===== src/rtl/thp_pkg.sv =====
package thp_pkg;

   typedef enum logic {
      PAM_2 = 1'b0,
      PAM_4 = 1'b1
   } pam_order_e;

   // Gray-coded level for a two-bit symbol; 2-PAM uses bit 0 only.
   function automatic int pam_level(input logic [1:0] code, input pam_order_e order);
      int lvl;
      if (order == PAM_4) begin
         unique case (code)
            2'b00:   lvl = -3;
            2'b01:   lvl = -1;
            2'b11:   lvl = 1;
            default: lvl = 3;
         endcase
      end else begin
         lvl = code[0] ? 1 : -1;
      end
      return lvl;
   endfunction

endpackage


===== src/rtl/thp_tap_mult.sv =====
// One feedback term: signed sample times signed weight, rounded to the
// sample grid and saturated to the sample width.
module thp_tap_mult #(
   parameter int DATA_W   = 6,
   parameter int WGT_W    = 6,
   parameter int WGT_FRAC = 5
) (
   input  logic [DATA_W-1:0] x,
   input  logic [WGT_W-1:0]  w,
   output logic [DATA_W-1:0] q
);
   localparam int PW   = DATA_W + WGT_W;
   localparam int RW   = PW + 1;
   localparam int MAXI = (1 << (DATA_W - 1)) - 1;
   localparam int MINI = -(1 << (DATA_W - 1));
   localparam int HALF = 1 << (WGT_FRAC - 1);

   logic signed [PW-1:0] prod;
   logic signed [RW-1:0] rnd;
   logic signed [RW-1:0] shf;

   always_comb begin
      prod = PW'($signed(x)) * PW'($signed(w));
      rnd  = RW'(prod) + RW'(HALF);
      shf  = rnd >>> WGT_FRAC;
      if (int'(shf) > MAXI)      q = DATA_W'(MAXI);
      else if (int'(shf) < MINI) q = DATA_W'(MINI);
      else                       q = shf[DATA_W-1:0];
   end
endmodule


===== src/rtl/thp_tap_bank.sv =====
// Writable signed weight registers, index 0 = one-symbol delay.
module thp_tap_bank #(
   parameter int TAPS  = 8,
   parameter int WGT_W = 6,
   localparam int IDX_W = $clog2(TAPS)
) (
   input  logic                        clk,
   input  logic                        rst_n,
   input  logic                        we,
   input  logic [IDX_W-1:0]            idx,
   input  logic [WGT_W-1:0]            wdata,
   output logic [TAPS-1:0][WGT_W-1:0]  taps_o
);
   always_ff @(posedge clk or negedge rst_n) begin
      if (!rst_n) begin
         taps_o <= '0;
      end else if (we && (32'(idx) < TAPS)) begin
         taps_o[idx] <= wdata;
      end
   end

   // weights change only through the write strobe
   a_r9_tap_hold : assert property (@(posedge clk) disable iff (!rst_n)
      !we |=> $stable(taps_o));
endmodule


===== src/rtl/thp_presum.sv =====
// Forms the older part of the feedback sum one cycle ahead.  When the
// current cycle accepts a pair the history is about to shift by two, so
// operands are taken two positions nearer; otherwise from the same spot.
module thp_presum #(
   parameter int TAPS     = 8,
   parameter int DATA_W   = 6,
   parameter int WGT_W    = 6,
   parameter int WGT_FRAC = 5,
   parameter int SUM_W    = 10
) (
   input  logic                         advance,
   input  logic [TAPS-1:0][DATA_W-1:0]  hist,
   input  logic [TAPS-1:2][WGT_W-1:0]   taps,
   output logic signed [SUM_W-1:0]      even_sum,
   output logic signed [SUM_W-1:0]      odd_sum
);
   logic [TAPS-1:2][DATA_W-1:0] q_even;
   logic [TAPS-1:3][DATA_W-1:0] q_odd;

   for (genvar t = 2; t < TAPS; t++) begin : g_even
      logic [DATA_W-1:0] xe;
      assign xe = advance ? hist[t-2] : hist[t];
      thp_tap_mult #(.DATA_W(DATA_W), .WGT_W(WGT_W), .WGT_FRAC(WGT_FRAC)) u_mul (
         .x(xe), .w(taps[t]), .q(q_even[t]));
   end

   for (genvar t = 3; t < TAPS; t++) begin : g_odd
      logic [DATA_W-1:0] xo;
      assign xo = advance ? hist[t-3] : hist[t-1];
      thp_tap_mult #(.DATA_W(DATA_W), .WGT_W(WGT_W), .WGT_FRAC(WGT_FRAC)) u_mul (
         .x(xo), .w(taps[t]), .q(q_odd[t]));
   end

   always_comb begin
      even_sum = '0;
      for (int t = 2; t < TAPS; t++) even_sum += SUM_W'($signed(q_even[t]));
      odd_sum = '0;
      for (int t = 3; t < TAPS; t++) odd_sum += SUM_W'($signed(q_odd[t]));
   end
endmodule


===== src/rtl/thp_lane.sv =====
// One output lane: maps the symbol, adds the newest feedback terms to the
// precomputed sum, subtracts and folds into the PAM window.
module thp_lane #(
   parameter int DATA_W   = 6,
   parameter int WGT_W    = 6,
   parameter int WGT_FRAC = 5,
   parameter int SUM_W    = 10,
   parameter int NDIR     = 2
) (
   input  logic [1:0]                   code,
   input  logic                         pam4,
   input  logic                         byp,
   input  logic signed [SUM_W-1:0]      presum,
   input  logic [NDIR-1:0][DATA_W-1:0]  xs,
   input  logic [NDIR-1:0][WGT_W-1:0]   ws,
   output logic [DATA_W-1:0]            y
);
   import thp_pkg::*;

   localparam int UNIT = 1 << (DATA_W - 3);

   logic signed [DATA_W-1:0]  dsym;
   logic [NDIR-1:0][DATA_W-1:0] q_dir;
   logic signed [SUM_W-1:0]   acc;
   logic [DATA_W-1:0]         low;
   logic [DATA_W-1:0]         folded;

   always_comb dsym = DATA_W'(pam_level(code, pam_order_e'(pam4)) * UNIT);

   for (genvar j = 0; j < NDIR; j++) begin : g_dir
      thp_tap_mult #(.DATA_W(DATA_W), .WGT_W(WGT_W), .WGT_FRAC(WGT_FRAC)) u_mul (
         .x(xs[j]), .w(ws[j]), .q(q_dir[j]));
   end

   always_comb begin
      acc = presum;
      for (int j = 0; j < NDIR; j++) acc += SUM_W'($signed(q_dir[j]));
      low    = DATA_W'(SUM_W'(dsym) - acc);
      folded = pam4 ? low : {low[DATA_W-2], low[DATA_W-2:0]};
      y      = byp ? dsym : folded;
   end
endmodule


===== src/rtl/thp_precoder.sv =====
module thp_precoder #(
   parameter int TAPS     = 8,
   parameter int DATA_W   = 6,
   parameter int WGT_W    = 6,
   parameter int WGT_FRAC = 5,
   localparam int IDX_W   = $clog2(TAPS),
   localparam int SUM_W   = DATA_W + $clog2(TAPS) + 1
) (
   input  logic              clk,
   input  logic              rst_n,
   input  logic              mode_4pam,
   input  logic              bypass,
   input  logic              tap_we,
   input  logic [IDX_W-1:0]  tap_idx,
   input  logic [WGT_W-1:0]  tap_wdata,
   input  logic              in_valid,
   input  logic [1:0]        in_sym_even,
   input  logic [1:0]        in_sym_odd,
   output logic              out_valid,
   output logic [DATA_W-1:0] out_even,
   output logic [DATA_W-1:0] out_odd
);
   // elaboration-time parameter checks
   if (TAPS < 4) begin : g_bad_taps
      $error("thp_precoder: TAPS must be at least 4");
   end
   if (DATA_W < 4) begin : g_bad_width
      $error("thp_precoder: DATA_W must be at least 4");
   end
   if (WGT_FRAC < 1 || WGT_FRAC >= WGT_W + DATA_W) begin : g_bad_frac
      $error("thp_precoder: WGT_FRAC out of range");
   end

   logic [TAPS-1:0][WGT_W-1:0]  tap_w;
   logic [TAPS-1:0][DATA_W-1:0] hist;       // index 0 = newest sample
   logic signed [SUM_W-1:0]     pre_even_d, pre_odd_d;
   logic signed [SUM_W-1:0]     pre_even_q, pre_odd_q;
   logic [DATA_W-1:0]           y_even, y_odd;
   logic [1:0][DATA_W-1:0]      xs_even, ws_even_x;
   logic [1:0][WGT_W-1:0]       ws_even;
   logic [2:0][DATA_W-1:0]      xs_odd;
   logic [2:0][WGT_W-1:0]       ws_odd;

   thp_tap_bank #(.TAPS(TAPS), .WGT_W(WGT_W)) u_taps (
      .clk(clk), .rst_n(rst_n), .we(tap_we), .idx(tap_idx),
      .wdata(tap_wdata), .taps_o(tap_w));

   thp_presum #(.TAPS(TAPS), .DATA_W(DATA_W), .WGT_W(WGT_W),
                .WGT_FRAC(WGT_FRAC), .SUM_W(SUM_W)) u_presum (
      .advance(in_valid), .hist(hist), .taps(tap_w[TAPS-1:2]),
      .even_sum(pre_even_d), .odd_sum(pre_odd_d));

   // even lane: newest two history samples
   assign xs_even   = {hist[1], hist[0]};
   assign ws_even   = {tap_w[1], tap_w[0]};
   assign ws_even_x = '0;

   // odd lane: the even sample of this pair plus two history samples
   assign xs_odd = {hist[1], hist[0], y_even};
   assign ws_odd = {tap_w[2], tap_w[1], tap_w[0]};

   thp_lane #(.DATA_W(DATA_W), .WGT_W(WGT_W), .WGT_FRAC(WGT_FRAC),
              .SUM_W(SUM_W), .NDIR(2)) u_even (
      .code(in_sym_even), .pam4(mode_4pam), .byp(bypass), .presum(pre_even_q),
      .xs(xs_even), .ws(ws_even), .y(y_even));

   thp_lane #(.DATA_W(DATA_W), .WGT_W(WGT_W), .WGT_FRAC(WGT_FRAC),
              .SUM_W(SUM_W), .NDIR(3)) u_odd (
      .code(in_sym_odd), .pam4(mode_4pam), .byp(bypass), .presum(pre_odd_q),
      .xs(xs_odd), .ws(ws_odd), .y(y_odd));

   always_ff @(posedge clk or negedge rst_n) begin
      if (!rst_n) begin
         hist       <= '0;
         pre_even_q <= '0;
         pre_odd_q  <= '0;
         out_valid  <= 1'b0;
         out_even   <= '0;
         out_odd    <= '0;
      end else begin
         pre_even_q <= pre_even_d;
         pre_odd_q  <= pre_odd_d;
         out_valid  <= in_valid;
         if (in_valid) begin
            hist     <= {hist[TAPS-3:0], y_even, y_odd};
            out_even <= y_even;
            out_odd  <= y_odd;
         end
      end
   end

   // valid follows the input by one cycle
   a_r2_valid_follow : assert property (@(posedge clk) disable iff (!rst_n)
      in_valid |=> out_valid);
   a_r2_idle_low : assert property (@(posedge clk) disable iff (!rst_n)
      !in_valid |=> !out_valid);
   // idle cycles leave the feedback history alone
   a_r8_hist_hold : assert property (@(posedge clk) disable iff (!rst_n)
      !in_valid |=> $stable(hist));
   // 2-PAM samples stay inside the narrower window
   a_r7_pam2_range : assert property (@(posedge clk) disable iff (!rst_n)
      (out_valid && !$past(mode_4pam)) |->
         (out_even[DATA_W-1] == out_even[DATA_W-2]) &&
         (out_odd[DATA_W-1] == out_odd[DATA_W-2]));
   // bypassed samples sit on odd multiples of one level step
   a_r4_bypass_grid : assert property (@(posedge clk) disable iff (!rst_n)
      (out_valid && $past(bypass)) |->
         (out_even[DATA_W-3:0] == {1'b1, {(DATA_W-3){1'b0}}}) &&
         (out_odd[DATA_W-3:0] == {1'b1, {(DATA_W-3){1'b0}}}));
   // first cycle out of reset is quiet
   a_r10_reset_quiet : assert property (@(posedge clk) disable iff (!rst_n)
      $rose(rst_n) |-> !out_valid);

endmodule


===== config.mk =====
export PLATFORM = sky130hd
export DESIGN_NAME = thp_precoder
export DESIGN_NICKNAME = d
export VERILOG_FILES = /design/src/rtl/thp_pkg.sv /design/src/rtl/thp_tap_mult.sv /design/src/rtl/thp_tap_bank.sv /design/src/rtl/thp_presum.sv /design/src/rtl/thp_lane.sv /design/src/rtl/thp_precoder.sv
export SDC_FILE = /design/constraint.sdc
export NUM_CORES = 2
export LEC_CHECK = 0
export BUFFER_PORTS_ARGS = -buffer_cell sky130_fd_sc_hd__clkbuf_2
export CAP_MARGIN = 5
export CORE_MARGIN = 3
export CORE_UTILIZATION = 61
export CTS_CLUSTER_DIAMETER = 80
export DETAILED_ROUTE_END_ITERATION = 8
export GPL_TIMING_DRIVEN = 0
export PLACE_DENSITY = 0.8
export SLEW_MARGIN = 20
export SYNTH_ARGS = -nofsm -noshare
export SYNTH_HDL_FRONTEND = slang
export SYNTH_SLANG_ARGS = --single-unit

===== constraint.sdc =====
create_clock -name clk -period 13.8 [get_ports clk]
set_input_delay 3.45 -clock clk [delete_from_list [all_inputs] [get_ports clk]]
set_output_delay 3.45 -clock clk [all_outputs]
set_load 0.01 [all_outputs]

==> results.yml <==
run_status:
  status: "finished with violations"
  failed_checks: "setup timing"
min_path:
  hold_path.class: "flop to flop"
cells_and_area:
  stdcell_count: 3857
  layout-drive-gt1-share_pct: 11.30
  fin_area_um2: 31140
  syn_to_final_growth_pct: 8.430
  layout.nets: 4083
synthesis:
  syn_nets: 3986
  syn_area_um2: 28720
  synthMuxAreaShare_pct: 3.516
  synth_fa_ha_area_share_pct: 48.70
  synth_edf_count: 0
  yosys.cell_types.count: 72
  synthArstFlopShare_pct: 100.0
  ys_seq_elements: 109
  synth_top_flop_cell: "dfrtp_1"
  synthSimpleGateAreaFrac_pct: 13.84
  synth_xor_area_share_pct: 5.598
  synth_top_family_by_area: "adder cells"
  postSynthCellCount: 3154
  synth-compound-area-share_pct: 8.883
  ys_warn_count: 0
  synth.avg_cell_area_um2: 9.106
  yosysSeqAreaShare_pct: 9.498
worst_setup_path:
  critPathMaxFanout: 10
  crit_slowest_cell: "fa_2"
  crit_family: "adder cells"
  cp_common_cell: "fa_1"
  cp-start-kind: "flop"
  cp.required_ns: 14.07
  crit_buf_inv: 12
  critical_path.max_stage_delay_ns: 0.56
  crit_type: "flop to flop"
  cp.arrival_ns: 14.99
  critPathCaptureType: "flop"
routing:
  via_count: 22198
  ant_nets: 0
  drt-initial-drc-count: 1455
  drc: 0
  wirelength_mm: 73.74
  viasPerCell: 5.755
  wl_per_cell_um: 19.12
  first_pass_iters: 7
global_routing:
  grt_pass1_vias: 24067
  grt_max_degree: 58
  grt-ovfl-total: 0
  antenna_found_initial: 2
  grt_pass1_wl_mm: 121.7
  gr-usage-all-layers_pct: 30.44
die:
  dieWidth_um: 223.0
  core_um2: 45970
  die_area_um2: 49720
  num_rows: 78
  ios: 32
  fp.dieH_um: 223.0
  start_util_pct: 62.48
clock_tree:
  cts-root-buf: "clkbuf_16"
  path_clk_slew_ns: 0.08
  h-tree-depth: 3
  cts.sinks: 109
  clock_latency_ns: 0.38
  cts_buffer_depth: 2
  numCtsBuffers: 9
  cts_tree: "built"
run:
  maxCapViolations: 0
place:
  portBuffers: 27
  post_dp_cell_area_um2: 29880
  gp_congestion: 0.9462
  dp_hpwl_mm: 59.90
  dp.cells: 3782
  post-place-ws_ns: -1.577
sta:
  worst_pin_slew_ns: 1.187
  final_hold_viol_count: 0
  setup_viol: 3
  period_needed_ns: 14.72
  fin_ws_ns: -0.9236
  max_freq_mhz: 67.92
  report.final.slew_viol_count: 0
  max-slew-margin-rel_pct: 20.26
  rsz0062_at_grt: "true"
  period_share_pct: 106.7
  skew_ns: 0.009344
per-stage QoR:
| step | setup TNS [ns] | utilization [%] | hold WS (ns) |
|---|---|---|---|
| 3_5_place_dp | -6.377 | 65.01 | 0.5337 |
| 6_report | -1.749 | 67.74 | 0.5550 |
| 2_1_floorplan | 0 | - | 0.5058 |
| 3_3_place_gp | -4.509 | 64.91 | 0.5236 |
| 5_1_grt | -3.652 | 67.74 | 0.5826 |
| 4_1_cts | -1.106 | 67.04 | 0.5498 |
cell type report:
| type | count | area, um^2 |
|---|---|---|
| Fill cell | 3502 | 14830 |
| Clock buffer | 9 | 225.2 |
| Buffer | 114 | 603.1 |
| Multi-Input combinational cell | 2295 | 23690 |
| Clock inverter | 7 | 81.33 |
| Timing Repair Buffer | 97 | 696.9 |
| Inverter | 625 | 2352 |
| Sequential cell | 109 | 2743 |
| Antenna cell | 1 | 2.502 |
| Tap cell | 600 | 750.7 |
cell usage in the layout (no fill, tap or decap), types with 12 or more instances in the layout:
cell type    n
a21o_1      52
a21oi_1     70
a21boi_0    18
inv_1      608
o21bai_1    15
dfrtp_1     97
xnor2_1    130
clkbuf_2    27
nor2b_1     33
fa_1       497
a21oi_2     16
o21a_1      26
mux2_2      70
clkbuf_1    74
a31oi_1     12
mux2i_1     20
nand2_1    374
dfrtp_2     12
ha_1       295
and2_1     151
xor2_1      33
buf_4       84
nor2_1      91
nand4_1     15
inv_2       13
nor3_1      26
or2_2       19
o21ai_0     84
nand3_1     18
nand2b_1    23
path summary, 6_finish.rpt:
path	start	end	slack (ns)	cells past startpoint
hold reg to reg	u_taps.taps_o[33]$_DFFE_PN0P_	u_taps.taps_o[33]$_DFFE_PN0P_	0.56	1
max in group asynchronous	rst_n	hist[7]$_DFFE_PN0P_	10.09	2
min in group asynchronous	rst_n	u_taps.taps_o[26]$_DFFE_PN0P_	3.03	1
setup / recovery	hist[9]$_DFFE_PN0P_	hist[5]$_DFFE_PN0P_	-0.92	63
setup reg to reg	hist[9]$_DFFE_PN0P_	hist[5]$_DFFE_PN0P_	-0.92	63
hold / removal	u_taps.taps_o[33]$_DFFE_PN0P_	u_taps.taps_o[33]$_DFFE_PN0P_	0.56	1
logic make-up (layout without fill, tap and decap cells):
| group | Yosys count | after routing |
|---|---|---|
| buf+inv | 750 | 852 |
| other cells | 0 | 1 |
| fa+ha+maj | 813 | 813 |
| flops | 109 | 109 |
| xor+xnor | 178 | 178 |
| compound gates | 390 | 390 |
| simple gates | 822 | 822 |
| mux | 92 | 92 |
cells in the mapped netlist (37+ instances only):
| master | instances | area [um^2] |
|---|---|---|
| inv_1 | 623 | 2338 |
| fa_1 | 508 | 10170 |
| nand2_1 | 380 | 1426 |
| ha_1 | 305 | 3816 |
| and2_1 | 154 | 963.4 |
| xnor2_1 | 138 | 1209 |
| dfrtp_1 | 109 | 2728 |
| clkbuf_1 | 104 | 390.4 |
| o21ai_0 | 94 | 470.5 |
| nor2_1 | 92 | 345.3 |
| a21oi_1 | 89 | 445.4 |
| mux2_2 | 71 | 799.5 |
| a21o_1 | 52 | 390.4 |
| nor2b_1 | 37 | 231.5 |
sequential cells by signal, summed over array words and instances (netlist names):
signal         count
hist              48
out_valid          1
pre_even_q         6
pre_odd_q          6
u_taps.taps_o     48
routing by layer:
metal,wire (um),GRT usage [%]
met4,4282,14.42
met5,13,0
met3,6196,6.539
met2,35480,51.36
met1,27770,37.40
what timing repair did:
item,in CTS,in global routing
hold buffers,0,0
setup endpoints to repair,8,8
resized for setup,86,65
buffers inserted,43,26
pin swaps,45,40
Power is left out: the tool's default activity adds up to more than one toggle a clock period on the data nets, which glitch-free logic cannot reach.
